**src/rtl/lsr_pkg.sv**
```systemverilog
`timescale 1ns/1ps
// Package: shared types of the load-shadow replay tracker.
// Assumes: nothing beyond standard SystemVerilog.
package lsr_pkg;

    // Recovery policy applied when a load in the verify stage misses
    typedef enum logic {
        RPL_ALL    = 1'b0,  // replay every instruction in the shadow
        RPL_SELECT = 1'b1   // replay only dependents of the missing slot
    } rpl_mode_e;

endpackage

```
**src/rtl/lsr_slot_track.sv**
```systemverilog
`timescale 1ns/1ps
// Module: lsr_slot_track
// Keeps one busy bit per load slot. A bit is set when a load is accepted
// into the tracker and cleared when the load is verified or killed.
// Assumes: the scheduler never hands out a slot that is still busy.
module lsr_slot_track #(
    parameter int NSLOT = 4,
    parameter int SW    = 2
) (
    input  logic             clk,
    input  logic             rst_n,
    input  logic             alloc_en,
    input  logic [SW-1:0]    alloc_slot,
    input  logic [NSLOT-1:0] clr_mask,
    output logic [NSLOT-1:0] busy_q,
    output logic [NSLOT-1:0] live_now
);
    logic [NSLOT-1:0] alloc_mask;

    // Decode the slot being claimed this cycle
    always_comb alloc_mask = alloc_en ? (NSLOT'(1) << alloc_slot) : '0;

    // Slots still owned once this cycle's releases are applied
    assign live_now = busy_q & ~clr_mask;

    // Update ownership: releases first, then the new claim
    always_ff @(posedge clk) begin
        if (!rst_n) busy_q <= '0;
        else        busy_q <= live_now | alloc_mask;
    end

    AST_ALLOC_FREE: assert property (@(posedge clk) disable iff (!rst_n)
        alloc_en |-> !live_now[alloc_slot]);

    AST_CLEAR_FREES: assert property (@(posedge clk) disable iff (!rst_n)
        (clr_mask != '0) |=> ((busy_q & $past(clr_mask) & ~$past(alloc_mask)) == '0));
endmodule

```
**src/rtl/lsr_vec_merge.sv**
```systemverilog
`timescale 1ns/1ps
// Module: lsr_vec_merge
// Forms the dependence vector of the issuing instruction from the vectors
// of its two source producers. Stale bits of slots that are no longer
// owned are dropped. A load adds its own slot bit.
// vec_chk uses the ownership seen before this cycle's releases and drives
// the kill decision. vec_out uses the ownership after them and is stored.
module lsr_vec_merge #(
    parameter int NSLOT = 4,
    parameter int SW    = 2
) (
    input  logic [NSLOT-1:0] src_a,
    input  logic [NSLOT-1:0] src_b,
    input  logic [NSLOT-1:0] busy,
    input  logic [NSLOT-1:0] live,
    input  logic             is_load,
    input  logic [SW-1:0]    own_slot,
    output logic [NSLOT-1:0] vec_chk,
    output logic [NSLOT-1:0] vec_out
);
    logic [NSLOT-1:0] parents;
    logic [NSLOT-1:0] own_bit;

    // Union of the producers' dependences
    assign parents = src_a | src_b;
    // A load depends on itself for the benefit of its consumers
    assign own_bit = is_load ? (NSLOT'(1) << own_slot) : '0;
    // Vector tested against a verdict arriving this cycle
    assign vec_chk = parents & busy;
    // Vector written into the first stage row
    assign vec_out = (parents & live) | own_bit;
endmodule

```
**src/rtl/lsr_row.sv**
```systemverilog
`timescale 1ns/1ps
// Module: lsr_row
// One stage row of the dependence matrix: an instruction slot with its
// queue index, load flag, load slot and dependence vector. It captures
// the entry from the position above unless that entry is killed, and it
// clears released columns on the way.
// Assumes: in_kill is raised only for a present entry.
module lsr_row #(
    parameter int NSLOT = 4,
    parameter int SW    = 2,
    parameter int QW    = 4
) (
    input  logic             clk,
    input  logic             rst_n,
    input  logic             in_vld,
    input  logic             in_kill,
    input  logic [QW-1:0]    in_qidx,
    input  logic             in_load,
    input  logic [SW-1:0]    in_slot,
    input  logic [NSLOT-1:0] in_vec,
    input  logic [NSLOT-1:0] clr_mask,
    output logic             out_vld,
    output logic [QW-1:0]    out_qidx,
    output logic             out_load,
    output logic [SW-1:0]    out_slot,
    output logic [NSLOT-1:0] out_vec
);
    // Shift the entry down one stage, dropping killed entries and freed columns
    always_ff @(posedge clk) begin
        if (!rst_n) begin
            out_vld  <= 1'b0;
            out_qidx <= '0;
            out_load <= 1'b0;
            out_slot <= '0;
            out_vec  <= '0;
        end else begin
            out_vld  <= in_vld & ~in_kill;
            out_qidx <= in_qidx;
            out_load <= in_load;
            out_slot <= in_slot;
            out_vec  <= in_vec & ~clr_mask;
        end
    end

    AST_KILL_ON_VALID: assert property (@(posedge clk) disable iff (!rst_n)
        in_kill |-> in_vld);

    AST_KILLED_DROPPED: assert property (@(posedge clk) disable iff (!rst_n)
        in_kill |=> !out_vld);
endmodule

```
**src/rtl/lsr_tracker.sv**
```systemverilog
`timescale 1ns/1ps
// Module: lsr_tracker (top)
// Load-shadow replay tracker. DEPTH stage rows separate issue from load
// verification. Kill position 0 is the issue port and position j is
// row j-1. On a miss at the verify stage, every position whose
// dependence vector holds the missing slot is killed in the same cycle
// (or every valid position in non-selective mode). The missing load is
// returned for rescheduling, and the slots of verified or killed loads
// are released.
// Assumes: one issue per cycle, DEPTH >= 2, NSLOT >= 2, and the
// scheduler assigns only free slots.
module lsr_tracker import lsr_pkg::*; #(
    parameter int NSLOT = 4,
    parameter int DEPTH = 3,
    parameter int QW    = 4
) (
    input  logic                  clk,
    input  logic                  rst_n,
    input  logic                  sel_mode,
    input  logic                  iss_valid,
    input  logic [QW-1:0]         iss_qidx,
    input  logic                  iss_is_load,
    input  logic [$clog2(NSLOT)-1:0] iss_slot,
    input  logic [NSLOT-1:0]      iss_src_a,
    input  logic [NSLOT-1:0]      iss_src_b,
    input  logic                  ld_miss,
    output logic [DEPTH-1:0]      stage_kill,
    output logic [DEPTH*QW-1:0]   rq_qidx,
    output logic                  done_valid,
    output logic [QW-1:0]         done_qidx,
    output logic                  resched_valid,
    output logic [QW-1:0]         resched_qidx
);
    localparam int SW   = $clog2(NSLOT);
    localparam int LAST = DEPTH - 1;

    rpl_mode_e mode;
    assign mode = rpl_mode_e'(sel_mode);

    // Kill-candidate positions: 0 = issue port, j = stage row j-1
    logic             c_vld  [DEPTH];
    logic [QW-1:0]    c_qidx [DEPTH];
    logic             c_load [DEPTH];
    logic [SW-1:0]    c_slot [DEPTH];
    logic [NSLOT-1:0] c_vec  [DEPTH];
    logic [NSLOT-1:0] chk_vec[DEPTH];
    logic [NSLOT-1:0] free_mask[DEPTH];

    // Verify stage (output of the last row)
    logic             v_vld, v_load;
    logic [QW-1:0]    v_qidx;
    logic [SW-1:0]    v_slot;
    logic [NSLOT-1:0] v_vec;

    logic             vfy_now, miss_now;
    logic [NSLOT-1:0] vfy_mask, clr_mask;
    logic [NSLOT-1:0] busy_q, live_now;
    logic [NSLOT-1:0] port_chk, port_vec;
    logic             alloc_en;

    // Verdict decode for the load at the verify stage
    assign vfy_now  = v_vld & v_load;
    assign miss_now = vfy_now & ld_miss;
    assign vfy_mask = vfy_now ? (NSLOT'(1) << v_slot) : '0;

    // Columns released this cycle: verified load plus any killed loads
    always_comb begin
        clr_mask = vfy_mask;
        for (int j = 0; j < DEPTH; j++) clr_mask = clr_mask | free_mask[j];
    end

    // A load holds its slot only if it enters the rows
    assign alloc_en = iss_valid & iss_is_load & ~stage_kill[0];

    lsr_slot_track #(.NSLOT(NSLOT), .SW(SW)) u_slots (
        .clk(clk), .rst_n(rst_n),
        .alloc_en(alloc_en), .alloc_slot(iss_slot),
        .clr_mask(clr_mask), .busy_q(busy_q), .live_now(live_now)
    );

    lsr_vec_merge #(.NSLOT(NSLOT), .SW(SW)) u_merge (
        .src_a(iss_src_a), .src_b(iss_src_b),
        .busy(busy_q), .live(live_now),
        .is_load(iss_is_load), .own_slot(iss_slot),
        .vec_chk(port_chk), .vec_out(port_vec)
    );

    // Issue port occupies candidate position 0
    assign c_vld[0]   = iss_valid;
    assign c_qidx[0]  = iss_qidx;
    assign c_load[0]  = iss_is_load;
    assign c_slot[0]  = iss_slot;
    assign c_vec[0]   = port_vec;
    assign chk_vec[0] = port_chk;

    genvar g;
    generate
        for (g = 0; g < DEPTH; g++) begin : g_pos
            // Kill decision for this position under the selected policy
            assign stage_kill[g] = miss_now & c_vld[g] &
                                   ((mode == RPL_ALL) | (|(chk_vec[g] & vfy_mask)));
            assign rq_qidx[g*QW +: QW] = c_qidx[g];

            if (g == 0) begin : g_port
                // A load at the port has not claimed its slot yet
                assign free_mask[g] = '0;
            end else begin : g_inrow
                // Row contents are tested as stored
                assign chk_vec[g]   = c_vec[g];
                assign free_mask[g] = (stage_kill[g] & c_load[g]) ?
                                      (NSLOT'(1) << c_slot[g]) : '0;
            end

            if (g < LAST) begin : g_mid
                lsr_row #(.NSLOT(NSLOT), .SW(SW), .QW(QW)) u_row (
                    .clk(clk), .rst_n(rst_n),
                    .in_vld(c_vld[g]), .in_kill(stage_kill[g]),
                    .in_qidx(c_qidx[g]), .in_load(c_load[g]),
                    .in_slot(c_slot[g]), .in_vec(c_vec[g]),
                    .clr_mask(clr_mask),
                    .out_vld(c_vld[g+1]), .out_qidx(c_qidx[g+1]),
                    .out_load(c_load[g+1]), .out_slot(c_slot[g+1]),
                    .out_vec(c_vec[g+1])
                );
            end else begin : g_end
                lsr_row #(.NSLOT(NSLOT), .SW(SW), .QW(QW)) u_row (
                    .clk(clk), .rst_n(rst_n),
                    .in_vld(c_vld[g]), .in_kill(stage_kill[g]),
                    .in_qidx(c_qidx[g]), .in_load(c_load[g]),
                    .in_slot(c_slot[g]), .in_vec(c_vec[g]),
                    .clr_mask(clr_mask),
                    .out_vld(v_vld), .out_qidx(v_qidx),
                    .out_load(v_load), .out_slot(v_slot),
                    .out_vec(v_vec)
                );
            end
        end
    endgenerate

    // Leaving the verify stage: complete, or hand the missing load back
    assign done_valid    = v_vld & ~miss_now;
    assign done_qidx     = v_qidx;
    assign resched_valid = miss_now;
    assign resched_qidx  = v_qidx;

    AST_VERIFY_OWN_BIT: assert property (@(posedge clk) disable iff (!rst_n)
        vfy_now |-> v_vec[v_slot]);

    AST_NONSEL_ALL: assert property (@(posedge clk) disable iff (!rst_n)
        (miss_now && !sel_mode && c_vld[1]) |-> stage_kill[1]);

    AST_MISS_NOT_DONE: assert property (@(posedge clk) disable iff (!rst_n)
        resched_valid |=> !(done_valid && done_qidx == $past(resched_qidx) && !$past(iss_valid)));
endmodule

```
**config.mk**
```make
export PLATFORM = sky130hd
export DESIGN_NAME = lsr_tracker
export DESIGN_NICKNAME = d
export VERILOG_FILES = /design/src/rtl/lsr_pkg.sv /design/src/rtl/lsr_slot_track.sv /design/src/rtl/lsr_vec_merge.sv /design/src/rtl/lsr_row.sv /design/src/rtl/lsr_tracker.sv
export SDC_FILE = /design/constraint.sdc
export NUM_CORES = 1
export LEC_CHECK = 0
export CORE_ASPECT_RATIO = 1.4
export CORE_MARGIN = 5
export CORE_UTILIZATION = 46
export DETAILED_ROUTE_END_ITERATION = 8
export PLACE_DENSITY_LB_ADDON = 0.25
export SLEW_MARGIN = 20
export SYNTH_ARGS = -nofsm -noshare
export SYNTH_HDL_FRONTEND = slang
export SYNTH_SLANG_ARGS = --single-unit
export TNS_END_PERCENT = 20
```
**constraint.sdc**
```tcl
create_clock -name clk -period 2.21 [get_ports clk]
set_clock_uncertainty 0.15 [all_clocks]
set_input_delay 0.442 -clock clk [delete_from_list [all_inputs] [get_ports clk]]
set_output_delay 0.442 -clock clk [all_outputs]
set_load 0.005 [all_outputs]
```
### After elaboration in Yosys (flattened, before gate mapping)

Index checks and enable logic that the tools add are counted.

* reduce and logical (&&, ||, !) cells: 3
* div/mod/pow operators: 0
* equal/unequal tests: 0
* shift operators: 4
* mux-type cells: 5
* add/sub/neg operators: 0
* multipliers: 0
* bitwise gates (word level): 38
* magnitude comparators: 0

Operator list (count)
* $and 4x4->4: 8
* $mux 4: 5
* $or 4x4->4: 5
* $and 1x1->1: 16
* $shl 1x2->4 const A: 4
* $reduce_or 4->1: 3
* $not 1->1: 5
* $not 4->4: 1
* $or 1x1->1: 3

* memories kept: 0
* memory bits (read-only): 0
* bits in registers: 36
* memory bits (writable): 0
* word-level logic and storage cells: 65
* output and inout bits: 25
* latch bits: 0
* bits of input ports: 20

### Longest topological paths before layout

* depth in word-level cells: 15
* gate-level depth with buffers: 7
* gate-level depth less buffers: 5

### By module

A second synthesis with hierarchy kept.

* cells, all modules: 155
* area total of the unflattened synthesis: 1682.9 um^2

Modules (own cells, without submodules)
* lsr_row: cells an instance 25, area each 349.1 um^2, sequential area each 240.2 um^2, times used 3
* lsr_tracker: cells an instance 49, area each 384.1 um^2, sequential area each 0.0 um^2, times used 1
* lsr_slot_track: cells an instance 16, area each 167.7 um^2, sequential area each 80.1 um^2, times used 1
* lsr_vec_merge: cells an instance 15, area each 83.8 um^2, sequential area each 0.0 um^2, times used 1

### Worst setup path before layout

No wires, ideal clock.

* path type: flip-flop to output port
* from: register g_pos[2].g_end.u_row.out_slot[0]
* to: output stage_kill[2]
* cell stages (with the launch flop): 7
* setup slack: 0.345 ns
* path buffers: 2
* data required time: 1.618 ns
* arrival time: 1.273 ns
* cell sequence: dfxtp_1 -> buf_6 -> and4b_1 -> a32oi_2 -> nand2_1 -> and3_1 -> buf_4

* word-level cells in the longest chain between the ends: 6

Ends and longest elaborated chain
* start: declaration: RTL line lsr_row.sv:25 `output logic [SW-1:0] out_slot,`
* start signal: assignment: RTL line lsr_row.sv:40 `out_slot <= in_slot;`
* $shl 1x2->4: RTL line lsr_tracker.sv:64 `assign vfy_mask = vfy_now ? (NSLOT'(1) << v_slot) : '0;`
* $mux 4: RTL line lsr_tracker.sv:64
* $and 4x4->4: RTL line lsr_tracker.sv:101 `((mode == RPL_ALL) | (|(chk_vec[g] & vfy_mask)));`
* $reduce_or 4->1: RTL line lsr_tracker.sv:101
* $or 1x1->1: RTL line lsr_tracker.sv:101
* $and 1x1->1: RTL line lsr_tracker.sv:100 `assign stage_kill[g] = miss_now & c_vld[g] &`
* end: declaration: RTL line lsr_tracker.sv:27 `output logic [DEPTH-1:0] stage_kill,`

Every way passes these cells.

### Final worst setup path

* from: input iss_src_b[2]
* to: output stage_kill[0]

* word-level cells in the longest chain between the ends: 6

Ends and longest elaborated chain
* start: declaration: RTL line lsr_tracker.sv:25 `input logic [NSLOT-1:0] iss_src_b,`
* $or 4x4->4: RTL line lsr_vec_merge.sv:25 `assign parents = src_a | src_b;`
* $and 4x4->4: RTL line lsr_vec_merge.sv:29 `assign vec_chk = parents & busy;`
* $and 4x4->4: RTL line lsr_tracker.sv:101
* $reduce_or 4->1: RTL line lsr_tracker.sv:101
* $or 1x1->1: RTL line lsr_tracker.sv:101
* $and 1x1->1: RTL line lsr_tracker.sv:100

Every way passes these cells.

==> results.md <==
- Status: complete, no violations
- Max FO, Critical Path: 2
- Max-cap violations: 0
- Final HPWL DP: between 2 and 3 mm
- Final min period: about 2.2 ns
- Synth area leader: dfxtp_1
- Req. time, crit path: approximately 1.6 ns
- First DRT Iteration DRCs: 16
- PortBufs: 44
- DR WL met2: slightly below 2 mm
- Post-route met1 wirelength: 1.37 mm
- CTS Hold Buffers Added: 0
- Post-route ant nets: 0
- Global route overflow: 0
- Die area: 4610 sq um
- H-tree levels: 2
- Slew @ Worst Pin: ~0.29 ns
- Pre-antenna DRT Iters: 4
- Power per cell area: 669 nW/um^2
- CP Capture Type: primary output
- Final net count: around 220
- Commonest non-fill, non-tap cell in the layout: clkdlybuf4s50_1
- Main area contributors after synthesis: dfxtp_1, and2_1, buf_4
- Initial Util: 48.7%
- Top cell type's share of synthesized area: about 47%
- Leak: approximately 0.00086 uW
- Final wirelength: ~3.6 mm
- Number of global-route vias before repair: between 1000 and 1500
- Die height: between 70 and 80 um
- Clock-pin slew on the worst setup and hold paths: about 0.06 ns
- Final setup vio count: 0
- Die Wd: 58.8 um
- Wire length on met3: slightly above 200 um
- Layout area overhead: 40.6%
- Vias per std cell: 5.27
- Boundary pin count: 45
- Most frequent cells in the layout: clkdlybuf4s50_1, dfxtp_1, and2_1
- Ys Warns: 0
- RSZ-0062 raised after global routing: yes
- Synth Register Bits: 36
- Diodes inserted: 0
- Fin util: about two thirds
- CTS Buffer Depth: 2
- Max transition margin: roughly 80%
- Routability cong.: around 0.83
- Total power: 1440 uW
- Sequential fraction of the synthesis area: 47.0%
- CTS tree: yes
- FP Rows: 24
- Cell Area, Synth: approximately 1500 sq um
- Synthesized Nets: between 150 and 200
- Top Layer Used: met4
- Synth Instances: roughly 160
- Non-Filler Instances: 241
- Worst-Skew Late Latency: roughly 0.29 ns
- Worst min path class: reg -> reg
- Setup_tns: 0 ns
- Crit share post-route: between 90% and 100%
- Layout cell share with drive strength beyond 1: between 20% and 30%
- Crit path DAT: approximately 1.6 ns
- Worst-case vdd ir drop: 0.000573 V
- First-pass GRT wire length: about 6 mm
- Layout fillers: about 270
- CTS Sinks: 36
- Vias after detailed routing: 1270
- Core area: roughly 3200 sq um
- CTS root buf: clkbuf_8
- FMAX: roughly 460 MHz
- Crit path kind: in -> out
- Post-Syn Area per Cell: a little under 10 sq um
- Num CTS Buffers: 5
- Reg2reg setup slack: just under 0.4 ns
- Overall routing resource usage: 16.8%
- Initial antenna violation count: 0
- Final hold violations: 0
- CP Launch Type: input pin
- WL/cell: approximately 15 um
- Synth cell types: 36
- Cells after DPL: roughly 230
- Largest net degree at the start of global routing: 24
- DRC violations left: 0
- Final Slew Violations: 0
flip-flops by register name (all words and copies together), names as in the netlist:
name / cells
g_pos.g_mid.u_row.out_qidx: 8
g_pos.g_mid.u_row.out_vec: 8
g_pos.g_mid.u_row.out_slot: 4
g_pos.g_end.u_row.out_qidx: 4
u_slots.busy_q: 4
g_pos.g_mid.u_row.out_load: 2
g_pos.g_mid.u_row.out_vld: 2
g_pos.g_end.u_row.out_slot: 2
g_pos.g_end.u_row.out_load: 1
g_pos.g_end.u_row.out_vld: 1
per-layer routing:
metal / up-vias / global-route usage, %
met1: 599 / 17.9
met5: - / 0
met4: 0 / 6.12
met3: 7 / 5.25
li1: 625 / -
met2: 39 / 30.0
worst paths after layout:
path	from	endpoint	depth (start not counted)
max	iss_src_b[2]	stage_kill[0]	6
min	g_pos[1].g_mid.u_row.out_vld	g_pos[2].g_end.u_row.out_vld	2
max reg2reg	g_pos[2].g_end.u_row.out_load	u_slots.busy_q[3]	7
min reg2reg	g_pos[1].g_mid.u_row.out_vld	g_pos[2].g_end.u_row.out_vld	2
critical path, cell delays in order:
cell and delay, ns:
clkdlybuf4s50_1 0.42, o21ai_2 0.16, o21ai_1 0.08, a32oi_1 0.20, and2b_1 0.20, clkbuf_2 0.10
timing repair:
action,CTS,global route
resized for setup,23,12
pin swaps,5,8
setup endpoints to repair,5,3
setup buffers,0,5
synth_stat cells:
| cell type | instances |
|---|---|
| and3_1 | 4 |
| nand4b_1 | 4 |
| a32oi_2 | 1 |
| and2_1 | 26 |
| nor4_1 | 1 |
| dfxtp_1 | 36 |
| clkbuf_1 | 3 |
| o211ai_1 | 1 |
| o22a_1 | 1 |
| mux2i_1 | 1 |
| a21oi_2 | 1 |
| o21a_1 | 2 |
| nand3b_1 | 1 |
| nand4_1 | 2 |
| o311a_1 | 1 |
| buf_4 | 12 |
| a21oi_1 | 7 |
| o221ai_1 | 1 |
| nand4bb_4 | 1 |
| o21ai_0 | 7 |
| a21boi_0 | 1 |
| nor2b_1 | 3 |
| a32oi_1 | 1 |
| nor3_2 | 4 |
| a22o_1 | 2 |
| nand2_1 | 9 |
| and2b_1 | 1 |
| and4b_1 | 1 |
| buf_6 | 2 |
| a21boi_2 | 1 |
| a211oi_2 | 2 |
| inv_1 | 4 |
| nor2_1 | 4 |
| nand3_1 | 4 |
| a32o_1 | 2 |
| a21boi_1 | 1 |
power breakdown:
part           internal (uW)  total, uW  switching, uW
combinational           81.8        134           51.7
clock                    398        621            223
sequential               672        688           16.9
total                   1150       1440            292
cells by family after synthesis:
| logic type | synth area share (%) |
|---|---|
| simple gates | 27.5 |
| flops | 47.0 |
| compound gates | 15.8 |
| buf+inv | 9.05 |
| mux | 0.653 |
final cells by class:
| class | instances | area (sq um) | area share (%) |
|---|---|---|---|
| Clock buffer | 7 | 96.3 | 4.47 |
| Clock inverter | 1 | 30.0 | 1.39 |
| Inverter | 4 | 15.0 | 0.696 |
| Multi-Input combinational cell | 98 | 713 | 33.1 |
| Sequential cell | 36 | 733 | 34.0 |
| Tap cell | 39 | 48.8 | 2.26 |
| Timing Repair Buffer | 56 | 520 | 24.1 |
per-stage QoR:
stage | cell area, sq um | hold WS, ns | setup WS, ns
global route | 2160 | 0.323 | -0.0599
CTS | 2100 | 0.291 | -0.114
global placement | 1950 | 0.283 | -0.452
floorplan | 1530 | 0.266 | 0.345
finish | 2160 | 0.287 | 0.0127
detailed placement | 1950 | 0.284 | -0.471
Note: power is estimated with default switching activity, not from simulation.
